**config.mk**
```make
export PLATFORM = sky130hd
export DESIGN_NAME = port_rate_policer
export DESIGN_NICKNAME = d
export VERILOG_FILES = /design/src/rtl/rl_pkg.sv /design/src/rtl/rl_tick_gen.sv /design/src/rtl/rl_cfg_regs.sv /design/src/rtl/rl_bucket.sv /design/src/rtl/port_rate_policer.sv
export SDC_FILE = /design/constraint.sdc
export NUM_CORES = 1
export LEC_CHECK = 0
export BUFFER_PORTS_ARGS = -buffer_cell sky130_fd_sc_hd__buf_4
export CAP_MARGIN = 5
export CORE_ASPECT_RATIO = 0.5
export CORE_MARGIN = 1
export CORE_UTILIZATION = 53
export CTS_BUF_LIST = sky130_fd_sc_hd__clkbuf_2
export DETAILED_ROUTE_END_ITERATION = 6
export PLACE_DENSITY = 0.69
export SLEW_MARGIN = 10
export SYNTH_ARGS = -nofsm -noshare
export SYNTH_HDL_FRONTEND = slang
export SYNTH_SLANG_ARGS = --single-unit
```
**constraint.sdc**
```tcl
create_clock -name clk -period 12.8 [get_ports clk]
set_input_delay 1.92 -clock clk [delete_from_list [all_inputs] [get_ports clk]]
set_output_delay 1.92 -clock clk [all_outputs]
set_load 0.1 [all_outputs]
```
**src/rtl/rl_pkg.sv**
```systemverilog
package rl_pkg;

    localparam int RATE_W    = 12;
    localparam int MAX_STEPS = 3125;
    localparam int LEN_W     = 11;
    localparam int CHG_W     = LEN_W + 3;
    localparam int NUM_BKT   = 4;
    localparam int ADDR_W    = 3;
    localparam int FLOOR_MAG = ((2 ** LEN_W) - 1) * 8;

    typedef enum logic [ADDR_W-1:0] {
        REG_IN_LO  = 3'd0,
        REG_IN_HI  = 3'd1,
        REG_EG_LO  = 3'd2,
        REG_EG_HI  = 3'd3,
        REG_POLICY = 3'd4
    } reg_sel_e;

    typedef struct packed {
        logic             valid;
        logic             egress;
        logic             hi;
        logic [LEN_W-1:0] len;
    } frame_t;

    typedef struct packed {
        logic valid;
        logic accept;
    } verdict_t;

    function automatic logic [RATE_W-1:0] clamp_steps(input logic [RATE_W-1:0] r);
        return (r > RATE_W'(MAX_STEPS)) ? RATE_W'(MAX_STEPS) : r;
    endfunction

    function automatic logic [1:0] bucket_of(input frame_t f);
        return {f.egress, f.hi};
    endfunction

    function automatic logic [CHG_W-1:0] bits_of(input logic [LEN_W-1:0] len);
        return {len, 3'b000};
    endfunction

endpackage

```
**src/rtl/rl_tick_gen.sv**
```systemverilog
module rl_tick_gen #(
    parameter int TICK_CYCLES = 31250
) (
    input  logic clk,
    input  logic rst,
    output logic tick
);
    localparam int CNT_W = (TICK_CYCLES > 2) ? $clog2(TICK_CYCLES) : 1;
    localparam logic [CNT_W-1:0] LAST = CNT_W'(TICK_CYCLES - 1);

    logic [CNT_W-1:0] cnt;

    assign tick = (cnt == LAST);

    always_ff @(posedge clk) begin
        if (rst) begin
            cnt <= '0;
        end else if (tick) begin
            cnt <= '0;
        end else begin
            cnt <= cnt + 1'b1;
        end
    end

    // ticks are isolated pulses (period of at least two cycles)
    a_r5_tick_isolated: assert property (@(posedge clk) disable iff (rst)
        tick |=> !tick);

endmodule

```
**src/rtl/rl_cfg_regs.sv**
```systemverilog
module rl_cfg_regs
    import rl_pkg::*;
(
    input  logic                            clk,
    input  logic                            rst,
    input  logic                            tick,
    input  logic                            cfg_we,
    input  logic [ADDR_W-1:0]               cfg_addr,
    input  logic [RATE_W-1:0]               cfg_wdata,
    output logic [NUM_BKT-1:0][RATE_W-1:0]  rate_new,
    output logic [NUM_BKT-1:0][RATE_W-1:0]  rate_act,
    output logic                            fc_mode
);

    always_ff @(posedge clk) begin
        if (rst) begin
            fc_mode <= 1'b0;
        end else if (cfg_we && cfg_addr == REG_POLICY) begin
            fc_mode <= cfg_wdata[0];
        end
    end

    for (genvar b = 0; b < NUM_BKT; b++) begin : g_rate
        always_ff @(posedge clk) begin
            if (rst) begin
                rate_new[b] <= '0;
            end else if (cfg_we && cfg_addr == ADDR_W'(b)) begin
                rate_new[b] <= clamp_steps(cfg_wdata);
            end
        end

        always_ff @(posedge clk) begin
            if (rst) begin
                rate_act[b] <= '0;
            end else if (tick) begin
                rate_act[b] <= rate_new[b];
            end
        end

        // the active rate moves only on a tick
        a_r6_rate_at_tick: assert property (@(posedge clk) disable iff (rst)
            !tick |=> $stable(rate_act[b]));

        // a written rate never exceeds the 100 Mbit/s step count
        a_r7_rate_clamped: assert property (@(posedge clk) disable iff (rst)
            $past(cfg_we) && $past(cfg_addr) == ADDR_W'(b) |->
                rate_new[b] <= RATE_W'(MAX_STEPS));
    end

endmodule

```
**src/rtl/rl_bucket.sv**
```systemverilog
module rl_bucket
    import rl_pkg::*;
#(
    parameter int CREDIT_W        = 17,
    parameter int STEP_CREDIT     = 8,
    parameter int MAX_FRAME_BYTES = 1916
) (
    input  logic                       clk,
    input  logic                       rst,
    input  logic                       tick,
    input  logic [RATE_W-1:0]          rate_new,
    input  logic [RATE_W-1:0]          rate_act,
    input  logic                       charge,
    input  logic [CHG_W-1:0]           charge_bits,
    output logic signed [CREDIT_W-1:0] credit,
    output logic                       unlimited
);
    localparam int EXT_W = CREDIT_W + 2;
    localparam logic signed [EXT_W-1:0] FRAME_BITS = EXT_W'(MAX_FRAME_BYTES * 8);
    localparam logic signed [EXT_W-1:0] FLOOR      = EXT_W'(-FLOOR_MAG);
    localparam logic signed [EXT_W-1:0] STEP_K     = EXT_W'(STEP_CREDIT);

    function automatic logic signed [EXT_W-1:0] refill_of(input logic [RATE_W-1:0] r);
        return $signed({{(EXT_W - RATE_W){1'b0}}, r}) * STEP_K;
    endfunction

    logic signed [EXT_W-1:0] cur, refill, cap, sum, base, chg, nxt;

    assign unlimited = (rate_act == '0);
    assign cur       = EXT_W'(credit);
    assign refill    = refill_of(rate_new);
    assign cap       = FRAME_BITS + refill;
    assign chg       = $signed({{(EXT_W - CHG_W){1'b0}}, charge_bits});

    always_comb begin
        sum  = cur + refill;
        base = cur;
        if (tick) begin
            base = (sum > cap) ? cap : sum;
        end
        nxt = charge ? (base - chg) : base;
        if (nxt < FLOOR) begin
            nxt = FLOOR;
        end
    end

    always_ff @(posedge clk) begin
        if (rst) begin
            credit <= '0;
        end else begin
            credit <= CREDIT_W'(nxt);
        end
    end

    // credit never exceeds one maximum frame plus one tick at the active rate
    a_r5_depth_cap: assert property (@(posedge clk) disable iff (rst)
        EXT_W'(credit) <= FRAME_BITS + refill_of(rate_act));

    // credit never sinks below the floor
    a_r10_floor: assert property (@(posedge clk) disable iff (rst)
        EXT_W'(credit) >= FLOOR);

    // a non-empty charge without a tick lowers the credit
    a_r4_charge_lowers: assert property (@(posedge clk) disable iff (rst)
        charge && !tick && charge_bits != '0 && EXT_W'(credit) > FLOOR
            |=> credit < $past(credit));

endmodule

```
**src/rtl/port_rate_policer.sv**
```systemverilog
module port_rate_policer
    import rl_pkg::*;
#(
    parameter int TICK_CYCLES     = 31250,
    parameter int STEP_CREDIT     = 8,
    parameter int MAX_FRAME_BYTES = 1916
) (
    input  logic              clk,
    input  logic              rst,
    input  logic              frm_valid,
    input  logic              frm_egress,
    input  logic              frm_hi,
    input  logic [LEN_W-1:0]  frm_len,
    input  logic              cfg_we,
    input  logic [ADDR_W-1:0] cfg_addr,
    input  logic [RATE_W-1:0] cfg_wdata,
    output logic              dec_valid,
    output logic              dec_accept,
    output logic              pause_req
);
    localparam int CAP_MAX  = MAX_FRAME_BYTES * 8 + MAX_STEPS * STEP_CREDIT;
    localparam int MAG      = (CAP_MAX > FLOOR_MAG) ? CAP_MAX : FLOOR_MAG;
    localparam int CREDIT_W = $clog2(MAG + 1) + 1;

    frame_t   frm;
    verdict_t verdict;
    logic     tick;
    logic     fc_mode;
    logic [1:0] sel;
    logic       admit;

    logic [NUM_BKT-1:0][RATE_W-1:0] rate_new, rate_act;
    logic [NUM_BKT-1:0]             charge, unl, neg;
    logic signed [CREDIT_W-1:0]     credit [NUM_BKT];

    assign frm = '{valid: frm_valid, egress: frm_egress, hi: frm_hi, len: frm_len};
    assign sel = bucket_of(frm);

    rl_tick_gen #(.TICK_CYCLES(TICK_CYCLES)) u_tick (
        .clk  (clk),
        .rst  (rst),
        .tick (tick)
    );

    rl_cfg_regs u_cfg (
        .clk       (clk),
        .rst       (rst),
        .tick      (tick),
        .cfg_we    (cfg_we),
        .cfg_addr  (cfg_addr),
        .cfg_wdata (cfg_wdata),
        .rate_new  (rate_new),
        .rate_act  (rate_act),
        .fc_mode   (fc_mode)
    );

    for (genvar b = 0; b < NUM_BKT; b++) begin : g_bkt
        assign charge[b] = frm.valid && (sel == 2'(b)) && admit && !unl[b];
        assign neg[b]    = credit[b][CREDIT_W-1];

        rl_bucket #(
            .CREDIT_W        (CREDIT_W),
            .STEP_CREDIT     (STEP_CREDIT),
            .MAX_FRAME_BYTES (MAX_FRAME_BYTES)
        ) u_bucket (
            .clk         (clk),
            .rst         (rst),
            .tick        (tick),
            .rate_new    (rate_new[b]),
            .rate_act    (rate_act[b]),
            .charge      (charge[b]),
            .charge_bits (bits_of(frm.len)),
            .credit      (credit[b]),
            .unlimited   (unl[b])
        );
    end

    assign admit = unl[sel] || !neg[sel] || (!frm.egress && fc_mode);

    always_ff @(posedge clk) begin
        if (rst) begin
            verdict <= '0;
        end else begin
            verdict.valid  <= frm.valid;
            verdict.accept <= frm.valid && admit;
        end
    end

    assign dec_valid  = verdict.valid;
    assign dec_accept = verdict.accept;
    assign pause_req  = fc_mode && ((!unl[REG_IN_LO] && neg[REG_IN_LO]) ||
                                    (!unl[REG_IN_HI] && neg[REG_IN_HI]));

    // one verdict per event, none without
    a_r2_verdict_follows: assert property (@(posedge clk) disable iff (rst)
        frm_valid |=> dec_valid);
    a_r2_no_spurious: assert property (@(posedge clk) disable iff (rst)
        !frm_valid |=> !dec_valid);

    // unlimited pair admits
    a_r3_unlimited_accept: assert property (@(posedge clk) disable iff (rst)
        frm_valid && unl[sel] |=> dec_accept);

    // drop policy refuses on negative ingress credit
    a_r9_drop_negative: assert property (@(posedge clk) disable iff (rst)
        frm_valid && !frm_egress && !fc_mode && !unl[sel] && neg[sel] |=> !dec_accept);

    // egress refuses on negative credit regardless of policy
    a_r11_egress_drop: assert property (@(posedge clk) disable iff (rst)
        frm_valid && frm_egress && !unl[sel] && neg[sel] |=> !dec_accept);

    // pause is only raised in flow-control policy
    a_r10_pause_needs_fc: assert property (@(posedge clk) disable iff (rst)
        pause_req |-> fc_mode);

endmodule

```
==> results.md <==
* DR vias at 14,500
* Die X at approximately 240 um
* Sw frac at 0.363
* Global route hottest layer: met2
* Worst-margin pin slew at 1.15 ns
* Area of the multi-input gates at approximately 11,000 um2
* Routed length per instance at approximately 18 um
* Critical Path Source Type: flip-flop
* Vias in the first global route at about 13,000
* P_sw at around 0.00043 W
* Combinational power share at 0.237
* Clk root buf: clkbuf_2
* H-tree levels at 4
* CTS tree: built
* Post-CTS Hold Buffers at 0
* Flop pwr share at 0.499
* P_leak at 6.71 nW
* Mapped Nets at between 2,000 and 2,500
* Post-route ant nets at 0
* Post-Syn Area per Cell at between 7 and 8 um2
* Final slew viol count at 0
* Post-synth top flop: dfxtp_1
* M3 GR Usage at 0.0600
* Starting Density at 0.543
* Worst hold stages at 2
* Fmax at between 100 and 150 MHz
* Post-CTS setup repair buffer count at 0
* Initial antenna violation count at 4
* WP data required at between 10 and 15 ns
* Io pins at 35
* Fin crit share at 0.656
* Met2 track demand over resource at 0.443
* Drt pass-1 iters at 5
* Max-Cap Viols at 0
* Min Tclk post-route at between 8 and 9 ns
* Iter 0 DRT Violations at 1,143
* Worst-Skew Late Latency at 0.92 ns
* Gr usage total at 0.296
* RSZ-0062 raised after global routing: false
* Register area share after synthesis at 0.240
* Commonest non-fill, non-tap cell in the layout: nand2_1
* CTS Buffer Depth at 2
* Count of cell types in the netlist at slightly below 90
* Reg area at 3640 um2
* Hold Violations, Final at 0
* Buffers & Inverters on Critical Path at 2
* Placed inst area at approximately 16,000 um2
* R2R Path End: g_bkt[1].u_bucket.credit[4]
* Fillcell total at 2,677
* Syn. warnings at 0
* Largest net degree at the start of global routing at about 140
* Commonest non-fill, non-tap cells in the layout: nand2_1, a21oi_1, dfxtp_1
* Worst reg-to-reg setup slack at 4.40 ns
* Dpl hpwl at ~33,000 um
* Pint at approximately 0.00076 W
* Worst Setup Path Type: reg2reg
* Avg Vias per Cell at approximately 6.1
* WP data arrival at between 9 and 10 ns
* Status: complete, no violations
* Clock skew at between 0.06 and 0.07 ns
* Final setup TNS at 0 ns
* Clock transition at path regs at 0.33 ns
* GPL Wtd Cong at approximately 0.93
* Final setup viols at 0
* Top cell by count, worst path: a21oi_1
* Crit end category: flip-flop
* Row cnt at 43
* Register bit total from synthesis at approximately 180
* # resized after CTS at 0
* Die footprint at just under 30,000 um2
* Ys async rst share at 0
* Share of layout cells above drive strength 1 at 0.0581
* Global-route wire length before repair at roughly 68,000 um
* Pwr per Cell Area at between 70 and 80 nW/um2
* Reg-to-Reg Start: g_bkt[1].u_bucket.credit[3]
* DRC errors left at 0
* Post-Route WL at approximately 43,000 um
* Clock power frac at 0.264
* # port buffers at 34
* Nets at roughly 2,200
* Core Region at about 28,000 um2
* Crit path max-delay family: compound AO/OA/AOI/OAI gates
* GR Layer Usage met1 at 0.427
* Path type of the worst min-delay path: reg2reg
* Clock sink count at 182
* Die H at between 100 and 150 um
* Num CTS Buffers at 17
* GR Overflow Total at 0
* Layout area overhead at 5.14%
* R2R depth at 31
* Worst rel slew slack at 0.225
* Finished Cell Area at 15,900 um2
* Post-Syn Area at between 15,000 and 20,000 um2
* Syn Inst Count at 2,000
* Tot Pwr at about 0.0012 W
* Crit-path max FO at 13
* Worst path slowest cell: o41ai_2
* Peak supply drop at between 0.00006 and 0.00007 V
* Crit-path max cell delay at ~1.0 ns
* Number of synthesized flops with an enable pin at 0
==> cell usage after synthesis (14+ instances only) <==
cell	count	area share
nand2_1	298	0.074
a21oi_1	186	0.061
dfxtp_1	182	0.24
nor2_1	160	0.040
ha_1	151	0.12
o21ai_0	94	0.031
inv_1	77	0.019
nor3_1	72	0.024
xnor2_1	69	0.040
clkbuf_1	63	0.016
nand3_1	49	0.016
o21a_1	46	0.023
xor2_1	45	0.026
a211oi_1	43	0.021
mux2i_1	36	0.024
a21o_1	33	0.016
nor2b_1	30	0.012
nor4_1	26	0.011
and2_1	21	0.0087
nand2b_1	19	0.0078
and3_1	16	0.0066
o211ai_1	15	0.0074
nand4_1	14	0.0058
==> layout make-up <==
cell class                 count  share of cell area
tap                          382              0.0300
clock inverter                15              0.0108
timing repair buffer          42              0.0206
clock buffer                  17             0.00534
sequential                   182               0.228
inverter                      77              0.0181
antenna                        4            0.000628
multi-input combinational   1664               0.686
==> metrics by stage <==
step,cells,util,hold slack (ns),setup WS [ns]
after CTS,2379,0.571,0.455,4.48
after floorplan,2000,-,0.409,5.48
after detailed placement,2347,0.562,0.425,4.53
after global routing,2382,0.571,0.466,3.77
final,2383,0.571,0.453,4.40
after global placement,2347,0.562,0.428,4.61
==> registers in the layout (all words and copies together), names as in the netlist, named ones only <==
| signal | count |
|---|---|
| u_tick.cnt | 15 |
| dec_valid | 1 |
| u_cfg.fc_mode | 1 |
| g_bkt.u_bucket.credit | 56 |
| u_cfg.rate_new | 48 |
| dec_accept | 1 |
| u_cfg.rate_act | 48 |
==> cell families (layout without fill, tap and decap cells) <==
family                   count (synthesis)  after routing  share of synthesized area
AO/OA/AOI/OAI                          563            563                      0.246
adder cells (fa/ha/maj)                159            159                      0.135
other                                    0              4                          0
XOR/XNOR                               114            114                     0.0658
buffers and inverters                  154            151                     0.0392
AND/OR/NAND/NOR                        788            788                      0.247
flip-flops                             182            182                      0.240
multiplexers                            40             40                     0.0267
==> how the worst max path moves through the flow <==
| stage | start | cells after the start | slack (ns) | endpoint |
|---|---|---|---|---|
| finish | g_bkt[1].u_bucket.credit[3] | 31 | 4.40 | g_bkt[1].u_bucket.credit[4] |
| global route | u_cfg.rate_new[36] | 26 | 3.77 | g_bkt[3].u_bucket.credit[4] |
| CTS | g_bkt[1].u_bucket.credit[3] | 31 | 4.48 | g_bkt[1].u_bucket.credit[4] |
| detailed placement | u_cfg.rate_new[12] | 31 | 4.53 | flip-flop |
| global placement | u_cfg.rate_new[12] | 31 | 4.61 | g_bkt[1].u_bucket.credit[4] |
| floorplan | u_cfg.rate_new[0] | 34 | 5.48 | g_bkt[0].u_bucket.credit[13] |
==> worst min-delay path, stage by stage (launching register included) <==
cell     delay [ns]
dfxtp_1        0.37
nand2_1        0.05
nor3_1         0.03
==> per-layer routing <==
layer  wire, um  part of all wire
met5          0                 0
met4        718             0.017
met3       3180             0.074
met2      17900              0.42
met1      21200              0.49
==> power by group through the flow <==
stage	clock network, W	registers [W]	logic, W
final	0.000316	0.000598	0.000284
after CTS	0.000321	0.000597	0.000279
after floorplan	0	0.000601	0.000211
after global placement	0	0.000607	0.000276
after global routing	0.000341	0.000600	0.000312
after detailed placement	0	0.000607	0.000279
Power figures use the tool's default switching activity.
